`src/rtl/sdcmd_pkg.sv`:
```
`timescale 1ns/1ps
package sdcmd_pkg;

    localparam int CMD_W     = 8;
    localparam int ARG_W     = 32;
    localparam int CRC_W     = 7;
    localparam int R1_W      = 8;
    localparam int PAYLOAD_W = CMD_W + ARG_W;          // bits covered by the CRC
    localparam int FRAME_W   = PAYLOAD_W + CRC_W + 1;  // plus stop bit

    typedef struct packed {
        logic [CMD_W-1:0] code;
        logic [ARG_W-1:0] arg;
    } sd_req_t;

    typedef struct packed {
        logic [R1_W-1:0] code;
        logic            timed_out;
    } sd_rsp_t;

    typedef enum logic [1:0] {
        PH_IDLE,
        PH_FRAME,
        PH_REPLY,
        PH_TAIL
    } phase_e;

    // One serial step of the x^7 + x^3 + 1 checksum.
    function automatic logic [CRC_W-1:0] crc7_step(input logic [CRC_W-1:0] c,
                                                   input logic              b);
        logic             fb;
        logic [CRC_W-1:0] n;
        fb   = c[CRC_W-1] ^ b;
        n    = {c[CRC_W-2:0], fb};
        n[3] = c[2] ^ fb;
        return n;
    endfunction

endpackage

```
`src/rtl/sdc_sclk_gen.sv`:
```
`timescale 1ns/1ps
module sdc_sclk_gen #(
    parameter int DIV_W = 8
) (
    input  logic             clk,
    input  logic             rst,
    input  logic             run,
    input  logic [DIV_W-1:0] half_div,
    output logic             sclk,
    output logic             rise_tick,
    output logic             fall_tick
);

    logic [DIV_W-1:0] cnt;
    logic             tick;

    assign tick      = run && (cnt == half_div);
    assign rise_tick = tick && !sclk;
    assign fall_tick = tick && sclk;

    always_ff @(posedge clk) begin
        if (rst || !run) begin
            cnt  <= '0;
            sclk <= 1'b0;
        end else if (tick) begin
            cnt  <= '0;
            sclk <= ~sclk;
        end else begin
            cnt  <= cnt + 1'b1;
        end
    end


    sclk_rest_chk: assert property (@(posedge clk) disable iff (rst)
        !run |=> !sclk);

endmodule

```
`src/rtl/sdc_crc7.sv`:
```
`timescale 1ns/1ps
module sdc_crc7
    import sdcmd_pkg::*;
(
    input  logic clk,
    input  logic rst,
    input  logic clear,
    input  logic step,
    input  logic din,
    input  logic shift,
    output logic msb
);

    logic [CRC_W-1:0] acc;

    always_ff @(posedge clk) begin
        if (rst || clear) begin
            acc <= '0;
        end else if (step) begin
            acc <= crc7_step(acc, din);
        end else if (shift) begin
            acc <= {acc[CRC_W-2:0], 1'b0};
        end
    end

    assign msb = acc[CRC_W-1];

endmodule

```
`src/rtl/sdc_r1_hunter.sv`:
```
`timescale 1ns/1ps
module sdc_r1_hunter
    import sdcmd_pkg::*;
#(
    parameter int HUNT_BITS = 64
) (
    input  logic    clk,
    input  logic    rst,
    input  logic    arm,
    input  logic    bit_en,
    input  logic    bit_val,
    output logic    complete,
    output sd_rsp_t rsp
);

    localparam int CW = $clog2(HUNT_BITS + 1);
    localparam int GW = $clog2(R1_W);

    logic          found;
    logic [CW-1:0] wait_cnt;
    logic [GW-1:0] got;
    logic [R1_W-2:0] shreg;

    always_ff @(posedge clk) begin
        if (rst) begin
            found    <= 1'b0;
            wait_cnt <= '0;
            got      <= '0;
            shreg    <= '0;
            complete <= 1'b0;
            rsp      <= '{code: '1, timed_out: 1'b0};
        end else begin
            complete <= 1'b0;
            if (arm) begin
                found    <= 1'b0;
                wait_cnt <= '0;
                got      <= '0;
            end else if (bit_en) begin
                if (!found) begin
                    if (!bit_val) begin
                        found <= 1'b1;
                        shreg <= {shreg[R1_W-3:0], 1'b0};
                        got   <= GW'(1);
                    end else if (wait_cnt == CW'(HUNT_BITS - 1)) begin
                        complete <= 1'b1;
                        rsp      <= '{code: '1, timed_out: 1'b1};
                    end else begin
                        wait_cnt <= wait_cnt + 1'b1;
                    end
                end else begin
                    shreg <= {shreg[R1_W-3:0], bit_val};
                    got   <= got + 1'b1;
                    if (got == GW'(R1_W - 1)) begin
                        complete <= 1'b1;
                        rsp      <= '{code: {shreg, bit_val}, timed_out: 1'b0};
                    end
                end
            end
        end
    end


    reply_lead_zero_chk: assert property (@(posedge clk) disable iff (rst)
        complete && !rsp.timed_out |-> rsp.code[R1_W-1] == 1'b0);


    hunt_expired_code_chk: assert property (@(posedge clk) disable iff (rst)
        complete && rsp.timed_out |-> rsp.code == '1);

endmodule

```
`src/rtl/sd_spi_cmd_engine.sv`:
```
`timescale 1ns/1ps
module sd_spi_cmd_engine
    import sdcmd_pkg::*;
#(
    parameter int DIV_W      = 8,
    parameter int HUNT_BYTES = 8,
    parameter int TAIL_BYTES = 1
) (
    input  logic             clk,
    input  logic             rst,
    input  logic             start,
    input  logic [7:0]       cmd,
    input  logic [31:0]      arg,
    input  logic [DIV_W-1:0] clk_div,
    input  logic             late_sample,
    input  logic             miso,
    output logic             sclk,
    output logic             cs_n,
    output logic             mosi,
    output logic             busy,
    output logic             done,
    output logic [7:0]       resp,
    output logic             timeout
);

    localparam int HUNT_BITS = HUNT_BYTES * 8;
    localparam int TAIL_BITS = TAIL_BYTES * 8;
    localparam int IW        = $clog2(FRAME_W);
    localparam int TW        = $clog2(TAIL_BITS + 1);

    phase_e               ph;
    logic [PAYLOAD_W-1:0] pay;
    logic [IW-1:0]        bit_idx;
    logic [TW-1:0]        tail_cnt;
    logic [DIV_W-1:0]     div_q;
    logic                 late_q;
    logic                 miso_rise;
    logic                 run;
    logic                 rise_tick;
    logic                 fall_tick;
    logic                 accept;
    logic                 crc_msb;
    logic                 crc_step_en;
    logic                 crc_shift_en;
    logic                 frame_bit;
    logic                 sample_bit;
    logic                 hunt_done;
    sd_rsp_t              hunt_rsp;
    sd_req_t              req;

    assign req    = '{code: cmd, arg: arg};
    assign accept = (ph == PH_IDLE) && start;
    assign run    = (ph != PH_IDLE);
    assign busy   = run;
    assign cs_n   = !run;

    sdc_sclk_gen #(.DIV_W(DIV_W)) u_clkgen (
        .clk       (clk),
        .rst       (rst),
        .run       (run),
        .half_div  (div_q),
        .sclk      (sclk),
        .rise_tick (rise_tick),
        .fall_tick (fall_tick)
    );

    assign crc_step_en  = (ph == PH_FRAME) && fall_tick && (bit_idx < IW'(PAYLOAD_W));
    assign crc_shift_en = (ph == PH_FRAME) && fall_tick && (bit_idx >= IW'(PAYLOAD_W))
                          && (bit_idx < IW'(FRAME_W - 1));

    sdc_crc7 u_crc (
        .clk   (clk),
        .rst   (rst),
        .clear (accept),
        .step  (crc_step_en),
        .din   (pay[PAYLOAD_W-1]),
        .shift (crc_shift_en),
        .msb   (crc_msb)
    );

    // Rising-edge capture of the card line; the late path reads it live.
    always_ff @(posedge clk) begin
        if (rst) begin
            miso_rise <= 1'b1;
        end else if (rise_tick) begin
            miso_rise <= miso;
        end
    end

    assign sample_bit = late_q ? miso : miso_rise;

    sdc_r1_hunter #(.HUNT_BITS(HUNT_BITS)) u_hunt (
        .clk      (clk),
        .rst      (rst),
        .arm      (accept),
        .bit_en   ((ph == PH_REPLY) && fall_tick),
        .bit_val  (sample_bit),
        .complete (hunt_done),
        .rsp      (hunt_rsp)
    );

    always_comb begin
        if (bit_idx < IW'(PAYLOAD_W)) begin
            frame_bit = pay[PAYLOAD_W-1];
        end else if (bit_idx < IW'(FRAME_W - 1)) begin
            frame_bit = crc_msb;
        end else begin
            frame_bit = 1'b1;
        end
        mosi = (ph == PH_FRAME) ? frame_bit : 1'b1;
    end

    always_ff @(posedge clk) begin
        if (rst) begin
            ph       <= PH_IDLE;
            pay      <= '0;
            bit_idx  <= '0;
            tail_cnt <= '0;
            div_q    <= '0;
            late_q   <= 1'b0;
            done     <= 1'b0;
            resp     <= '1;
            timeout  <= 1'b0;
        end else begin
            done <= 1'b0;
            unique case (ph)
                PH_IDLE: begin
                    if (start) begin
                        pay     <= req;
                        bit_idx <= '0;
                        div_q   <= clk_div;
                        late_q  <= late_sample;
                        ph      <= PH_FRAME;
                    end
                end
                PH_FRAME: begin
                    if (fall_tick) begin
                        if (bit_idx == IW'(FRAME_W - 1)) begin
                            ph <= PH_REPLY;
                        end else begin
                            bit_idx <= bit_idx + 1'b1;
                            if (bit_idx < IW'(PAYLOAD_W)) begin
                                pay <= {pay[PAYLOAD_W-2:0], 1'b0};
                            end
                        end
                    end
                end
                PH_REPLY: begin
                    if (hunt_done) begin
                        tail_cnt <= '0;
                        ph       <= PH_TAIL;
                    end
                end
                PH_TAIL: begin
                    if (fall_tick) begin
                        if (tail_cnt == TW'(TAIL_BITS - 1)) begin
                            ph      <= PH_IDLE;
                            done    <= 1'b1;
                            resp    <= hunt_rsp.code;
                            timeout <= hunt_rsp.timed_out;
                        end else begin
                            tail_cnt <= tail_cnt + 1'b1;
                        end
                    end
                end
                default: ph <= PH_IDLE;
            endcase
        end
    end


    sclk_low_when_deselected_chk: assert property (@(posedge clk) disable iff (rst)
        cs_n |-> !sclk);


    mosi_high_when_deselected_chk: assert property (@(posedge clk) disable iff (rst)
        cs_n |-> mosi);


    done_one_cycle_chk: assert property (@(posedge clk) disable iff (rst)
        done |=> !done);


    release_with_done_chk: assert property (@(posedge clk) disable iff (rst)
        $rose(cs_n) |-> done);


    timeout_code_chk: assert property (@(posedge clk) disable iff (rst)
        done && timeout |-> resp == 8'hFF);


    mosi_stable_at_rise_chk: assert property (@(posedge clk) disable iff (rst)
        rise_tick |=> $stable(mosi));

endmodule

```
`config.mk`:
```
export PLATFORM = sky130hd
export DESIGN_NAME = sd_spi_cmd_engine
export DESIGN_NICKNAME = d
export VERILOG_FILES = /design/src/rtl/sdcmd_pkg.sv /design/src/rtl/sdc_sclk_gen.sv /design/src/rtl/sdc_crc7.sv /design/src/rtl/sdc_r1_hunter.sv /design/src/rtl/sd_spi_cmd_engine.sv
export SDC_FILE = /design/constraint.sdc
export NUM_CORES = 1
export LEC_CHECK = 0
export BUFFER_PORTS_ARGS = -buffer_cell sky130_fd_sc_hd__buf_2
export CORE_ASPECT_RATIO = 0.6
export CORE_MARGIN = 4
export CORE_UTILIZATION = 35
export DETAILED_ROUTE_END_ITERATION = 7
export PLACE_DENSITY_LB_ADDON = 0.1
export SKIP_LAST_GASP = 1
export SLEW_MARGIN = 20
export SYNTH_ARGS = -nofsm -noshare
export SYNTH_HDL_FRONTEND = slang
export SYNTH_HIERARCHICAL = 1
export SYNTH_SLANG_ARGS = --single-unit
```
`constraint.sdc`:
```
create_clock -name clk -period 4.3 [get_ports clk]
set_input_delay 0.86 -clock clk [delete_from_list [all_inputs] [get_ports clk]]
set_output_delay 0.86 -clock clk [all_outputs]
set_load 0.03 [all_outputs]
```
==> results of run 1 <==
## kinds of logic after synthesis
group	after synthesis	share of synthesized area [%]
XOR/XNOR	15	2.40
adder cells (fa/ha/maj)	11	2.51
buffers and inverters	56	5.00
flip-flops	116	42.4
AO/OA/AOI/OAI	168	20.0
multiplexers	52	9.61
AND/OR/NAND/NOR	182	18.1
## registers in the layout, indices dropped and copies added, names as in the netlist, 2 cells and up
| register | count |
|---|---|
| pay | 40 |
| u_hunt/rsp | 9 |
| div_q | 8 |
| resp | 8 |
| u_clkgen/cnt | 8 |
| u_crc/acc | 7 |
| u_hunt/shreg | 7 |
| u_hunt/wait_cnt | 7 |
| bit_idx | 6 |
| tail_cnt | 4 |
| u_hunt/got | 3 |
| ph | 2 |
## cell usage in the layout (no fill, tap or decap), drive strengths merged, types with 2 or more instances in the layout
master	n
xor2	4
xnor2	11
a31oi	11
buf	70
clkbuf	21
ha	11
nand4b	3
a311oi	3
nor2	26
or3	6
bufinv	3
and3	3
nand3	22
a21oi	71
mux2	2
or2	3
o21ai	21
and3b	3
nand4	4
dfxtp	116
nand2b	9
a211oi	44
nor3	10
inv	16
and2	4
clkinvlp	2
o211ai	2
nand2	65
clkinv	6
mux2i	50
nor2b	5
nand3b	11
a22oi	2
## Yosys cell counts (4+ instances only)
cell	instances	area [um2]
o21ai_0	19	95.1
nand2_1	65	244
buf_2	14	70.1
clkbuf_1	17	63.8
buf_6	4	45.0
a31oi_1	11	68.8
or3_1	6	37.5
nor2_1	25	93.8
nand3_1	21	105
dfxtp_1	116	2320
inv_1	16	60.1
nand2b_1	9	56.3
a211oi_1	41	308
xnor2_1	11	96.3
a21oi_1	68	340
mux2i_1	50	500
nor2b_1	5	31.3
nand3b_1	10	75.1
xor2_1	4	35.0
nor3_1	8	40.0
ha_1	11	138
## per-stage QoR
stage	area, um2	setup WS, ns	util [%]
2_1_floorplan	5480	1.76	-
5_1_grt	6460	0.927	42.1
3_3_place_gp	5880	1.33	38.4
6_report	6460	1.20	42.1
4_1_cts	6460	1.23	42.1
3_5_place_dp	5880	1.22	38.4
## layout make-up
type	instances	area [um2]	area share, %
Clock buffer	21	440	6.82
Inverter	16	60.1	0.930
Sequential cell	116	2320	35.9
Clock inverter	11	135	2.09
Tap cell	203	254	3.93
Multi-Input combinational cell	428	2890	44.7
Timing Repair Buffer	70	363	5.62
## power groups by stage
| stage | logic (mW) | clock network, mW | registers (mW) |
|---|---|---|---|
| 2_1_floorplan | 0.946 | 0 | 1.39 |
| 3_3_place_gp | 1.15 | 0 | 1.42 |
| 3_5_place_dp | 1.17 | 0 | 1.42 |
| 4_1_cts | 1.18 | 1.42 | 1.40 |
| 5_1_grt | 1.30 | 1.48 | 1.42 |
| 6_report | 1.17 | 1.39 | 1.40 |
## critical path, delay by kind of cell (launching register included)
kind            cells  cell delay [ns]
buf+inv             4             0.84
fa+ha+maj           1             0.34
flops               1             0.38
simple gates        2             0.56
compound gates      2             0.81
## path summary, 6_finish.rpt
path	startpoint	endpoint	cells after the start
worst max-delay path	ph[0]	pay[12]	9
worst min-delay path	u_hunt/wait_cnt[6]	u_hunt/wait_cnt[6]	1
worst max register to register	ph[0]	pay[12]	9
worst min register to register	u_hunt/wait_cnt[6]	u_hunt/wait_cnt[6]	1
## routing by layer
metal	vias up	global-route usage (%)	routed length [um]
met2	85	20.8	5480
met1	2095	23.3	7130
li1	2269	-	-
met5	-	0	0
met3	11	4.42	629
met4	0	4.02	110
==> results.md, run 1 <==
* Final hold slack at 0.448 ns
* CTS resizes at 0
* Element type at the critical path end: flip-flop
* Area Growth Syn to Fin at 17.9%
* Shortest period the worst path allows at ~3.1 ns
* Drt first pass iters at 5
* Seq cells post-synth at ~120
* Slowest-stage cell, CP: o21ai_2
* YS warnings at 6
* Share of cells above drive strength 1 at between 10% and 20%
* Syn avg cell area at a little over 9 um2
* Final Max Tran Viols at 0
* HP Class: reg2reg
* Final Setup Violations at 0
* CP max stage delay at between 0.6 and 0.7 ns
* R2R Setup Slk at between 1 and 1.5 ns
* Post-DP HPWL at between 8000 and 9000 um
* Tcrit/Tclk final at ~72%
* Setup_tns at 0 ns
* Max clock buf depth at 2
* Internal power at roughly 2.6 mW
* Total power at 3.96 mW
* Cell Chain, Critical Path: inv_1 -> ha_1 -> inv_1 -> and3_1 -> inv_1 -> o21ai_2 -> and2_1 -> buf_4 -> a211oi_1
* Switch share at 33.8%
* Rel. slew slack at 47.3%
* Cts bufs inserted at 17
* DRC at 0
* Highest clock rate at 0.322 GHz
* CP Launch Type: flip-flop
* Starting density of the core at between 30% and 40%
* GRT Total Usage at roughly 15%
* Number of global-route vias before repair at approximately 4300
* Distinct cells, synth at 70
* Most used cell, CP: inv_1
* Clk root buf: clkbuf_16
* Critical path arrival at between 3 and 4 ns
* Peak VDD IR at 0.294 mV
* Ys flop type: dfxtp_1
* I/O pins at between 60 and 70
* Portion of total power attributed to sequential cells at between 30% and 40%
* Die W at roughly 170 um
* Switch Pwr at ~1.3 mW
* Sequential fraction of the synthesis area at 42.4%
* Mapped Area at 5480 um2
* Kind of critical path: reg2reg
* Hold buffer count at cts at 0
* H-tree Lvls at 4
* Rows at 35
* Drt initial violations at slightly above 300
* Finished Layout Cells at ~870
* Vias at about 4500
* Clock network power share at a little over a third
* Aggregate routed wire length at approximately 13000 um
* Vias per std cell at ~5.2
* IO Port Bufs at 66
* Antenna diode count at 0
* Pleak at approximately 2.4 nW
* Die H at approximately 100 um
* Avg WL per Cell at around 15 um
* Post-CTS Setup Inserts at 0
* Post-synth ARST share at 0%
* Initial antenna violation count at 0
* EDFF count, synth at 0
* Cell Pwr Density at a little over 600 nW/um2
* Nets at 713
* RSZ-0062 raised after global routing: no
* Total of max-cap violations at 0
* Tightest Pin Transition at 0.791 ns
* Logic pwr share at between 20 and 30%
* Mapped Cells at 600
* Clk_lat worst skew at roughly 0.41 ns
* Area of the core at 15300 um2
* CTS tree: built
* Syn_nets at approximately 660
* Filler cells at between 1500 and 2000
* First-pass GRT wire length at 22200 um
* Area of the die at ~18000 um2
* Sink Count at 116
* Fin. Hold Viols at 0
* ANT nets after route at 0
* GP Congestion at 0.783
* CTS clk-pin slew, worst paths at 0.05 ns
* GRT overflow at 0
* Final Skew at ~0.012 ns
* Worst EP required at 4.56 ns
* Largest net degree at the start of global routing at between 60 and 70
* Status: completed
* Post-Place Cells at 833
* Crit Path Max Fanout at 40
No activity file was read; power rests on OpenSTA's default activity.
==> inputs of run 2 (changes only) <==
clock period = 2.99 ns   (was 4.3 ns; I/O delays follow)
==> run 2 against run 1 <==
  * Critical path depth unchanged
  * Highest routed layer unchanged
  * Critical endpoint is now u_crc/acc[3]
  * Count of clock-buffer cells in the layout up 2
  * Power up 49%
  * Sequential cell count unchanged
  * Final cell count up 0.69%
  * Global-route usage down 0.15 points
  * First-iteration DRC count down 3.3%
  * Utilization up 0.64 points
  * Via count up 2.3%
  * Clock skew down 0.0021 ns
==> results.md, run 2 (same netlist as run 1, synthesis figures left out) <==
* Shortest period the worst path allows at 2.67 ns (was 3.10 ns)
* Starting density of the core at 35.7% (unchanged)
* Setup_tns at 0 ns (unchanged)
* IO Port Bufs at 66 (unchanged)
* Fin. Hold Viols at 0 (unchanged)
* DRC at 0 (unchanged)
* Initial antenna violation count at 0 (unchanged)
* Worst EP required at 3.27 ns (was 4.56 ns)
* Number of global-route vias before repair at 4320 (was 4327)
* Worst r2r src: u_clkgen/cnt[4] (was ph[0])
* Tightest Pin Transition at 0.913 ns (was 0.791 ns)
* Hold Startpoint: miso (was u_hunt/wait_cnt[6])
* Max clock buf depth at 2 (unchanged)
* Worst Hold Depth at 2 (was 1)
* Die H at 105 um (unchanged)
* Element type at the critical path end: flip-flop (unchanged)
* Cts bufs inserted at 17 (unchanged)
* Biggest regs: pay x40, u_hunt/rsp x9 (unchanged)
* Sink Count at 116 (unchanged)
* GP Congestion at 0.767 (was 0.783)
* Final Setup Violations at 0 (unchanged)
* Rows at 35 (unchanged)
* I/O pins at 67 (unchanged)
* Filler cells at 1517 (was 1532)
* GRT Total Usage at 15.2% (was 15.3%)
* Aggregate routed wire length at 13300 um (about the same)
* Finished Layout Cells at 871 (was 865)
* Die W at 170 um (unchanged)
* CP Launch Type: flip-flop (unchanged)
* Tcrit/Tclk final at 89.2% (was 72.2%)
* Worst r2r dst: u_crc/acc[3] (was pay[12])
* Nets at 719 (was 713)
* Largest net degree at the start of global routing at 89 (was 62)
* Worst slack, placed at 0.340 ns (was 1.22 ns)
* Status: completed (unchanged)
* Hold buffer count at cts at 0 (unchanged)
* Avg WL per Cell at 15.2 um (was 15.4 um)
* Clk_lat worst skew at 0.41 ns (about the same)
* Area Growth Syn to Fin at 19.7% (was 17.9%)
* Post-DP HPWL at 8820 um (was 8800 um)
* Cell Pwr Density at 898 nW/um2 (was 613 nW/um2)
* First-pass GRT wire length at 22000 um (was 22200 um)
* Drt first pass iters at 4 (was 5)
* Vias at 4562 (was 4460)
* Kind of critical path: reg2reg (unchanged)
* CTS clk-pin slew, worst paths at 0.05 ns (about the same)
* Area of the core at 15300 um2 (unchanged)
* Worst Hold End: miso_rise (was u_hunt/wait_cnt[6])
* Area of the die at 17800 um2 (unchanged)
* Highest clock rate at 0.375 GHz (was 0.322 GHz)
* Rel. slew slack at 39.2% (was 47.3%)
* Setup ws final at 0.322 ns (was 1.20 ns)
* Drt initial violations at 296 (was 306)
* Total of max-cap violations at 0 (unchanged)
* ANT nets after route at 0 (unchanged)
* Top reg by flops: pay (unchanged)
* Crit Path Max Fanout at 10 (was 40)
* Final Max Tran Viols at 0 (unchanged)
* Max reg flops at 40 (unchanged)
* HP Class: in2reg (was reg2reg)
* Core Util, Final at 42.8% (was 42.1%)
* Post-CTS Setup Inserts at 0 (unchanged)
* Most common cell after layout, fill and taps aside: dfxtp_1 (unchanged)
* Antenna diode count at 0 (unchanged)
* CTS tree: built (unchanged)
* Peak VDD IR at 0.381 mV (was 0.294 mV)
* Pleak at 2.44 nW (was 2.39 nW)
* Post-Place Cells at 839 (was 833)
* Final Skew at 0.00983 ns (was 0.0119 ns)
* R2R Setup Slk at 0.32 ns (was 1.20 ns)
* Reg2reg path depth at 9 (unchanged)
* RSZ-0062 raised after global routing: no (unchanged)
* Vias per std cell at 5.24 (was 5.16)
* GRT overflow at 0 (unchanged)
* Critical path arrival at 2.95 ns (was 3.36 ns)
* Share of cells above drive strength 1 at 19.5% (was 18.6%)
* CTS resizes at 0 (unchanged)
* Clk root buf: clkbuf_16 (unchanged)
* Most frequent cells in the layout: dfxtp_1 (116), a21oi_1 (68), nand2_1 (65), buf_2 (65), mux2i_1 (50) (unchanged)
* H-tree Lvls at 4 (unchanged)
run 2: cell count changes in the layout (fill, tap and decap cells not counted), sizes merged:
cell    before  now
bufinv       3    4
buf         70   76
clkinv       6    3
clkbuf      21   23
run 2: worst max-delay path, cell delays in order, from the launching register on:
cell and delay (ns):
dfxtp_1 0.35, xnor2_1 0.24, nand4_2 0.18, nor2_2 0.19, and3_1 0.36, nand2_1 0.18
nor2_1 0.47, nor2_1 0.23, a32oi_1 0.25, nand3_1 0.09
run 2: routing by layer:
metal  GRT usage, %  wire, um
met5              0         0
met3           4.31       619
met4           3.50       117
met1           22.9      7030
met2           21.2      5490
run 2: report_power, final:
part           internal [mW]  total [mW]  switching (mW)
Sequential              1.84        2.01           0.171
Clock                   1.46        2.16           0.700
Combinational          0.659        1.72            1.06
Total                   3.95        5.89            1.93
run 2: per-stage QoR:
step           hold WS (ns)  cell area [um2]  power, mW
6_report              0.429             6560       5.89
5_1_grt               0.424             6560       6.24
4_1_cts               0.419             6560       5.95
3_5_place_dp          0.440             5930       3.77
3_3_place_gp          0.440             5930       3.73
2_1_floorplan         0.428             5480       3.35
run 2: layout make-up:
class | instances | area (um2) | area share, %
multi-input cells | 428 | 2890 | 44.0
flip-flops and latches | 116 | 2320 | 35.4
clock buffers | 23 | 478 | 7.29
repair buffers | 76 | 408 | 6.22
well taps | 203 | 254 | 3.87
clock inverters | 9 | 150 | 2.29
inverters | 16 | 60.1 | 0.916
run 2: worst max-delay path by stage:
stage | from | endpoint | slack [ns]
after floorplan | ph[0] | u_crc/acc[3] | 0.45
after global placement | u_clkgen/cnt[5] | u_crc/acc[3] | 0.49
after detailed placement | u_clkgen/cnt[4] | u_crc/acc[3] | 0.34
after CTS | u_clkgen/cnt[4] | u_crc/acc[3] | 0.33
after global routing | u_clkgen/cnt[0] | u_crc/acc[3] | 0.07
final | u_clkgen/cnt[4] | u_crc/acc[3] | 0.32
